`src/rtl/pag_pkg.sv`:
```
package pag_pkg;
  typedef enum logic [1:0] {
    KIND_PTR  = 2'd0,
    KIND_STEP = 2'd1,
    KIND_LEN  = 2'd2,
    KIND_NONE = 2'd3
  } reg_kind_e;
endpackage

```
`src/rtl/pag_wrap.sv`:
```
module pag_wrap #(
  parameter int W = 14
) (
  input  logic [W-1:0] cur,
  input  logic [W-1:0] base,
  input  logic [W-1:0] len,
  input  logic [W-1:0] step,
  output logic [W-1:0] nxt
);
  logic signed [W+1:0] off, lens, adj;

  always_comb begin
    off  = $signed({2'b00, cur}) - $signed({2'b00, base}) + $signed({{2{step[W-1]}}, step});
    lens = $signed({2'b00, len});
    adj  = off;
    if (off >= lens)   adj = off - lens;
    else if (off < 0)  adj = off + lens;
    if (len == '0) nxt = cur + step;
    else           nxt = base + adj[W-1:0];
  end
endmodule

```
`src/rtl/pag_bitrev.sv`:
```
module pag_bitrev #(
  parameter int W = 14
) (
  input  logic [W-1:0] din,
  output logic [W-1:0] dout
);
  for (genvar b = 0; b < W; b++) begin : g_mirror
    assign dout[b] = din[W-1-b];
  end
endmodule

```
`src/rtl/pag_unit.sv`:
```
module pag_unit
  import pag_pkg::*;
#(
  parameter int W    = 14,
  parameter int NP   = 4,
  parameter int NM   = 4,
  parameter int SW   = 2,
  parameter int ISW  = 2,
  parameter int MSW  = 2
) (
  input  logic           clk,
  input  logic           rst_n,
  input  logic           wr_en,
  input  logic [1:0]     wr_kind,
  input  logic [SW-1:0]  wr_sel,
  input  logic [W-1:0]   wr_data,
  input  logic           bitrev_en,
  input  logic           req_valid,
  output logic           req_ready,
  input  logic [ISW-1:0] req_isel,
  input  logic [MSW-1:0] req_msel,
  input  logic           req_nomem,
  output logic           addr_valid,
  input  logic           addr_ready,
  output logic [W-1:0]   addr_data
);
  logic [W-1:0] ptr_q  [NP];
  logic [W-1:0] base_q [NP];
  logic [W-1:0] len_q  [NP];
  logic [W-1:0] step_q [NM];

  logic [W-1:0] cur, cur_base, cur_len, cur_step, nxt, mirrored, emit;
  logic         accept;
  reg_kind_e    kind;

  assign kind      = reg_kind_e'(wr_kind);
  assign req_ready = !addr_valid || addr_ready;
  assign accept    = req_valid && req_ready;
  assign cur       = ptr_q[req_isel];
  assign cur_base  = base_q[req_isel];
  assign cur_len   = len_q[req_isel];
  assign cur_step  = step_q[req_msel];

  pag_wrap #(.W(W)) u_wrap (
    .cur(cur), .base(cur_base), .len(cur_len), .step(cur_step), .nxt(nxt)
  );

  pag_bitrev #(.W(W)) u_rev (.din(cur), .dout(mirrored));

  assign emit = bitrev_en ? mirrored : cur;

  always_ff @(posedge clk or negedge rst_n) begin
    if (!rst_n) begin
      for (int i = 0; i < NP; i++) begin
        ptr_q[i]  <= '0;
        base_q[i] <= '0;
        len_q[i]  <= '0;
      end
      for (int j = 0; j < NM; j++) step_q[j] <= '0;
    end else begin
      if (accept) ptr_q[req_isel] <= nxt;
      if (wr_en) begin
        case (kind)
          KIND_PTR: if (32'(wr_sel) < NP) begin
            ptr_q[wr_sel[ISW-1:0]]  <= wr_data;
            base_q[wr_sel[ISW-1:0]] <= wr_data;
          end
          KIND_STEP: if (32'(wr_sel) < NM) step_q[wr_sel[MSW-1:0]] <= wr_data;
          KIND_LEN:  if (32'(wr_sel) < NP) len_q[wr_sel[ISW-1:0]] <= wr_data;
          default: ;
        endcase
      end
    end
  end

  always_ff @(posedge clk or negedge rst_n) begin
    if (!rst_n) begin
      addr_valid <= 1'b0;
      addr_data  <= '0;
    end else if (accept && !req_nomem) begin
      addr_valid <= 1'b1;
      addr_data  <= emit;
    end else if (addr_ready) begin
      addr_valid <= 1'b0;
    end
  end

  logic [W-1:0] step_mag;
  logic         in_buf, step_small, nxt_in_buf;
  assign step_mag   = cur_step[W-1] ? (~cur_step + 1'b1) : cur_step;
  assign step_small = step_mag < cur_len;
  assign in_buf     = ({1'b0, cur} >= {1'b0, cur_base}) &&
                      ({1'b0, cur} < ({1'b0, cur_base} + {1'b0, cur_len}));
  assign nxt_in_buf = ({1'b0, nxt} >= {1'b0, cur_base}) &&
                      ({1'b0, nxt} < ({1'b0, cur_base} + {1'b0, cur_len}));

  AST_STALL_HOLD: assert property (@(posedge clk) disable iff (!rst_n)
    addr_valid && !addr_ready |=> addr_valid && $stable(addr_data));
  AST_ISSUE_NEXT: assert property (@(posedge clk) disable iff (!rst_n)
    accept && !req_nomem |=> addr_valid);
  AST_STEP_ONLY_SILENT: assert property (@(posedge clk) disable iff (!rst_n)
    accept && req_nomem && !addr_valid |=> !addr_valid);
  AST_WRAP_INSIDE: assert property (@(posedge clk) disable iff (!rst_n)
    accept && (cur_len != '0) && in_buf && step_small |-> nxt_in_buf);
endmodule

```
`src/rtl/ptr_addr_gen.sv`:
```
module ptr_addr_gen #(
  parameter int ADDR_W  = 14,
  parameter int NUM_PTR = 4,
  parameter int NUM_STP = 4,
  parameter int NUM_GEN = 2
) (
  input  logic                          clk,
  input  logic                          rst_n,
  input  logic                          wr_en,
  input  logic [$clog2(NUM_GEN)-1:0]    wr_gen,
  input  logic [1:0]                    wr_kind,
  input  logic [((NUM_PTR > NUM_STP) ? $clog2(NUM_PTR) : $clog2(NUM_STP))-1:0] wr_sel,
  input  logic [ADDR_W-1:0]             wr_data,
  input  logic [NUM_GEN-1:0]            bitrev_en,
  input  logic [NUM_GEN-1:0]            req_valid,
  output logic [NUM_GEN-1:0]            req_ready,
  input  logic [NUM_GEN*$clog2(NUM_PTR)-1:0] req_isel,
  input  logic [NUM_GEN*$clog2(NUM_STP)-1:0] req_msel,
  input  logic [NUM_GEN-1:0]            req_nomem,
  output logic [NUM_GEN-1:0]            addr_valid,
  input  logic [NUM_GEN-1:0]            addr_ready,
  output logic [NUM_GEN*ADDR_W-1:0]     addr_data
);
  localparam int ISW = $clog2(NUM_PTR);
  localparam int MSW = $clog2(NUM_STP);
  localparam int SW  = (ISW > MSW) ? ISW : MSW;
  localparam int GSW = $clog2(NUM_GEN);

  for (genvar g = 0; g < NUM_GEN; g++) begin : g_unit
    logic sel_wr;
    assign sel_wr = wr_en && (wr_gen == GSW'(g));
    pag_unit #(.W(ADDR_W), .NP(NUM_PTR), .NM(NUM_STP), .SW(SW), .ISW(ISW), .MSW(MSW)) u_unit (
      .clk(clk), .rst_n(rst_n),
      .wr_en(sel_wr), .wr_kind(wr_kind), .wr_sel(wr_sel), .wr_data(wr_data),
      .bitrev_en(bitrev_en[g]),
      .req_valid(req_valid[g]), .req_ready(req_ready[g]),
      .req_isel(req_isel[g*ISW +: ISW]), .req_msel(req_msel[g*MSW +: MSW]),
      .req_nomem(req_nomem[g]),
      .addr_valid(addr_valid[g]), .addr_ready(addr_ready[g]),
      .addr_data(addr_data[g*ADDR_W +: ADDR_W])
    );
  end

  AST_RESET_IDLE: assert property (@(posedge clk) disable iff (!rst_n)
    $rose(rst_n) |-> addr_valid == '0);
endmodule

```
`config.mk`:
```
export PLATFORM = sky130hd
export DESIGN_NAME = ptr_addr_gen
export DESIGN_NICKNAME = d
export VERILOG_FILES = /design/src/rtl/pag_pkg.sv /design/src/rtl/pag_wrap.sv /design/src/rtl/pag_bitrev.sv /design/src/rtl/pag_unit.sv /design/src/rtl/ptr_addr_gen.sv
export SDC_FILE = /design/constraint.sdc
export NUM_CORES = 1
export LEC_CHECK = 0
export BUFFER_PORTS_ARGS = -buffer_cell sky130_fd_sc_hd__buf_2
export CELL_PAD_IN_SITES_DETAIL_PLACEMENT = 0
export CELL_PAD_IN_SITES_GLOBAL_PLACEMENT = 2
export CORE_AREA = 10 10 290 292
export CTS_CLUSTER_SIZE = 8
export DETAILED_ROUTE_END_ITERATION = 10
export DIE_AREA = 0 0 300 302
export PLACE_DENSITY = 0.72
export SYNTH_ARGS = -nofsm -noshare
export SYNTH_HDL_FRONTEND = slang
export SYNTH_SLANG_ARGS = --single-unit
```
`constraint.sdc`:
```
create_clock -name clk -period 8.7 [get_ports clk]
set_input_delay 1.305 -clock clk [delete_from_list [all_inputs] [get_ports clk]]
set_output_delay 1.305 -clock clk [all_outputs]
set_load 0.02 [all_outputs]
```
==> metrics.cfg <==
[run_status]
status=finished, violations left
violations=setup timing

[drt]
dr.pass1.iters=7
drc=0
ant_nets=0
wl_um=98920
routed-via-count=24169
wire_per_inst_um=22.71
drt_iter0_drc=1761
viasPerCell=5.548

[logic_synthesis]
synth_xor_area_share_pct=2.341
synthSimpleGateAreaFrac_pct=12.57
synth-compound-area-share_pct=12.92
synth_edf_count=0
synthArstFlopShare_pct=100.0
synthFlopType=dfrtp_1
synthAdderAreaFrac_pct=7.757
syn_nets=3124
yosysWarnings=0
synthMuxAreaShare_pct=20.19
synth.distinct_cells=81
synth.cell_area_um2=29550
synth-seq-cells=478
ys_seq_area_share_pct=40.48
synth_top_family_by_area=multiplexers
synth.avg_cell_area_um2=10.15
synth_cells=2910

[global_route]
grt_pass1_vias=24629
grt_pass1_wl_um=150900
met3_usage_pct=3.295
track_usage_pct=21.62
overflow=0
grt_use_met2_pct=32.72
top_usage_layer=met2
antenna_found_initial=5
gr-usage-met1_pct=32.00
grt_max_degree=166

[timing]
fmax_ghz=0.1147
hold_violations=0
finalCriticalPeriod_ns=8.715
final_max_slew_viol_count=0
slew_headroom_pct=22.70
worst_slack_ns=-0.01487
setup_viol=1
rsz0062_at_grt=true
finalClockSkew_ns=0.02243
fin_crit_sh_pct=100.2
worstMarginPinSlew_ns=1.157

[floorplanning]
die_h_um=302
initial_core_util_pct=37.71
dieWidth_um=300
core-area_um2=78360
rows=103
design.die.area_um2=90600
io_pins=70

[critical_path]
cp.arrival_ns=9.22
startpoint_type=input pin
critical_path_class=input pin to flop
critPathTopFamily=compound AO/OA/AOI/OAI gates
cp.required_ns=9.21
cp.buffers_inverters=8
crit_fanout=7
endpoint_kind=flop
critPathSlowestCell=mux4_2
slowest_delay_ns=0.59

[place]
gp_congestion=0.8747
detailed_place.area_um2=33700
placed_cells=4243
port_buffers=69
hpwl_um=71450

[job]
cap_violations=0

[finish]
fin_util_pct=46.55
drive_above_1_share_pct=31.73
syn_to_final_growth_pct=23.44
diodes=0
nets=3507
final_cell_area_um2=36480
instances_no_fill=4356
fillers=7434

[clock_network]
cts_root_buffer=clkbuf_16
clkSinkCount=478
cts-buffers-inserted=71
cts.htree.levels=3
holdBufCountCts=0
cts_tree=yes
clock_latency_ns=0.60
clkTransAtPathRegs_ns=0.05
clk_path_buf_depth=3

[worst_hold_path]
hold_class=flop to flop

==> cells in the mapped netlist, drive strengths merged (16+ instances only) <==
library cell | n | share of area, %
ha | 164 | 6.9
a21o | 29 | 0.76
nand2b | 26 | 0.55
nor2b | 32 | 0.78
mux2 | 232 | 8.9
o21a | 16 | 0.41
nor2 | 175 | 2.2
and2 | 16 | 0.34
a21oi | 149 | 2.5
nand3 | 32 | 0.54
nand2 | 460 | 5.8
inv | 127 | 1.6
xnor2 | 46 | 1.4
clkbuf | 119 | 1.5
mux2i | 85 | 2.9
dfrtp | 478 | 40
xor2 | 33 | 0.98
nor3 | 40 | 0.68
buf | 40 | 0.61
o21ai | 228 | 3.9
mux4 | 111 | 8.5
or3 | 21 | 0.44
o22ai | 20 | 0.42
==> worst reg2reg max path, delay by kind of cell, from the launching register on <==
| kind | cells | cell delay [ns] |
|---|---|---|
| DFF | 1 | 0.39 |
| muxes | 1 | 0.49 |
| adders and majority gates | 4 | 1.04 |
| AOI/OAI and AO/OA | 23 | 4.38 |
| xor gates and xnor gates | 2 | 0.38 |
| buffers and inverters | 6 | 0.85 |
| and+or+nand+nor | 5 | 0.61 |
==> layer usage <==
metal | part of all wire (%) | wire length [µm] | vias up
li1 | - | - | 11170
met1 | 49 | 48280 | 12276
met2 | 44 | 43370 | 596
met3 | 5.5 | 5472 | 121
met4 | 1.8 | 1750 | 6
met5 | 0.039 | 39 | -
==> flip-flops by register name (all words and copies together) (netlist names) <==
name                      flops
g_unit.u_unit.addr_data      28
g_unit.u_unit.addr_valid      2
g_unit.u_unit.step_q        112
g_unit.u_unit.base_q        112
g_unit.u_unit.len_q         112
g_unit.u_unit.ptr_q         112
==> cell families (layout without fill, tap and decap cells) <==
logic type      count (synthesis)  in the layout
xor+xnor                       79             79
compound gates                610            611
buf+inv                       286            681
fa+ha+maj                     176            176
flops                         478            478
mux                           428            428
simple gates                  853            853
==> worst paths after layout <==
check | start | to | slack (ns) | depth (start not counted)
max in group asynchronous | rst_n | g_unit[1].u_unit.base_q[50] | 6.46 | 2
max reg2reg | g_unit[0].u_unit.ptr_q[1] | g_unit[0].u_unit.ptr_q[13] | 0.46 | 41
min reg2reg | g_unit[1].u_unit.base_q[13] | g_unit[1].u_unit.base_q[13] | 0.47 | 2
min in group asynchronous | rst_n | g_unit[1].u_unit.len_q[38] | 0.71 | 1
min | g_unit[1].u_unit.base_q[13] | g_unit[1].u_unit.base_q[13] | 0.47 | 2
max | req_isel[0] | g_unit[0].u_unit.ptr_q[13] | -0.01 | 41
==> repair_timing <==
action / 4_1_cts / 5_1_grt
resized for setup: 44 / 92
endpoints found under the setup margin: 22 / 71
setup buffers: 13 / 13
pin swaps: 43 / 31
gates cloned: 2 / 0
==> per-stage QoR <==
| stage | setup TNS, ns | worst slack (ns) | hold slack (ns) |
|---|---|---|---|
| global route | -6.485 | -0.5189 | 0.4841 |
| detailed placement | -34.51 | -0.9338 | 0.4627 |
| floorplan | -5.218 | -0.6899 | 0.4406 |
| global placement | -26.80 | -0.8046 | 0.4545 |
| CTS | -0.02497 | -0.02497 | 0.4746 |
| finish | -0.01487 | -0.01487 | 0.4706 |
==> final cells by class <==
class	instances	area, µm²	share of cell area [%]
multi-input combinational	2147	17240	47.26
sequential	478	11960	32.79
timing repair buffer	468	3530	9.677
clock buffer	81	1908	5.231
tap	1050	1314	3.602
inverter	127	476.7	1.307
clock inverter	5	46.29	0.1269
==> cells in the final DEF (no fill, tap or decap), drive strengths merged, types with 16 or more instances in the layout <==
cell and instances:
nor2 175, o21ai 228, o22ai 20, nand2 460, clkbuf 82, dfrtp 478, o21a 16, a21o 30
and2 16, a21oi 149, nand2b 26, xnor2 46, nor2b 32, mux2 232, or3 21, nor3 40
mux2i 85, mux4 111, buf 467, inv 129, ha 164, nand3 32, xor2 33
Power is left out: the tool's default activity adds up to more than one toggle a clock period on the data nets, which glitch-free logic cannot reach.
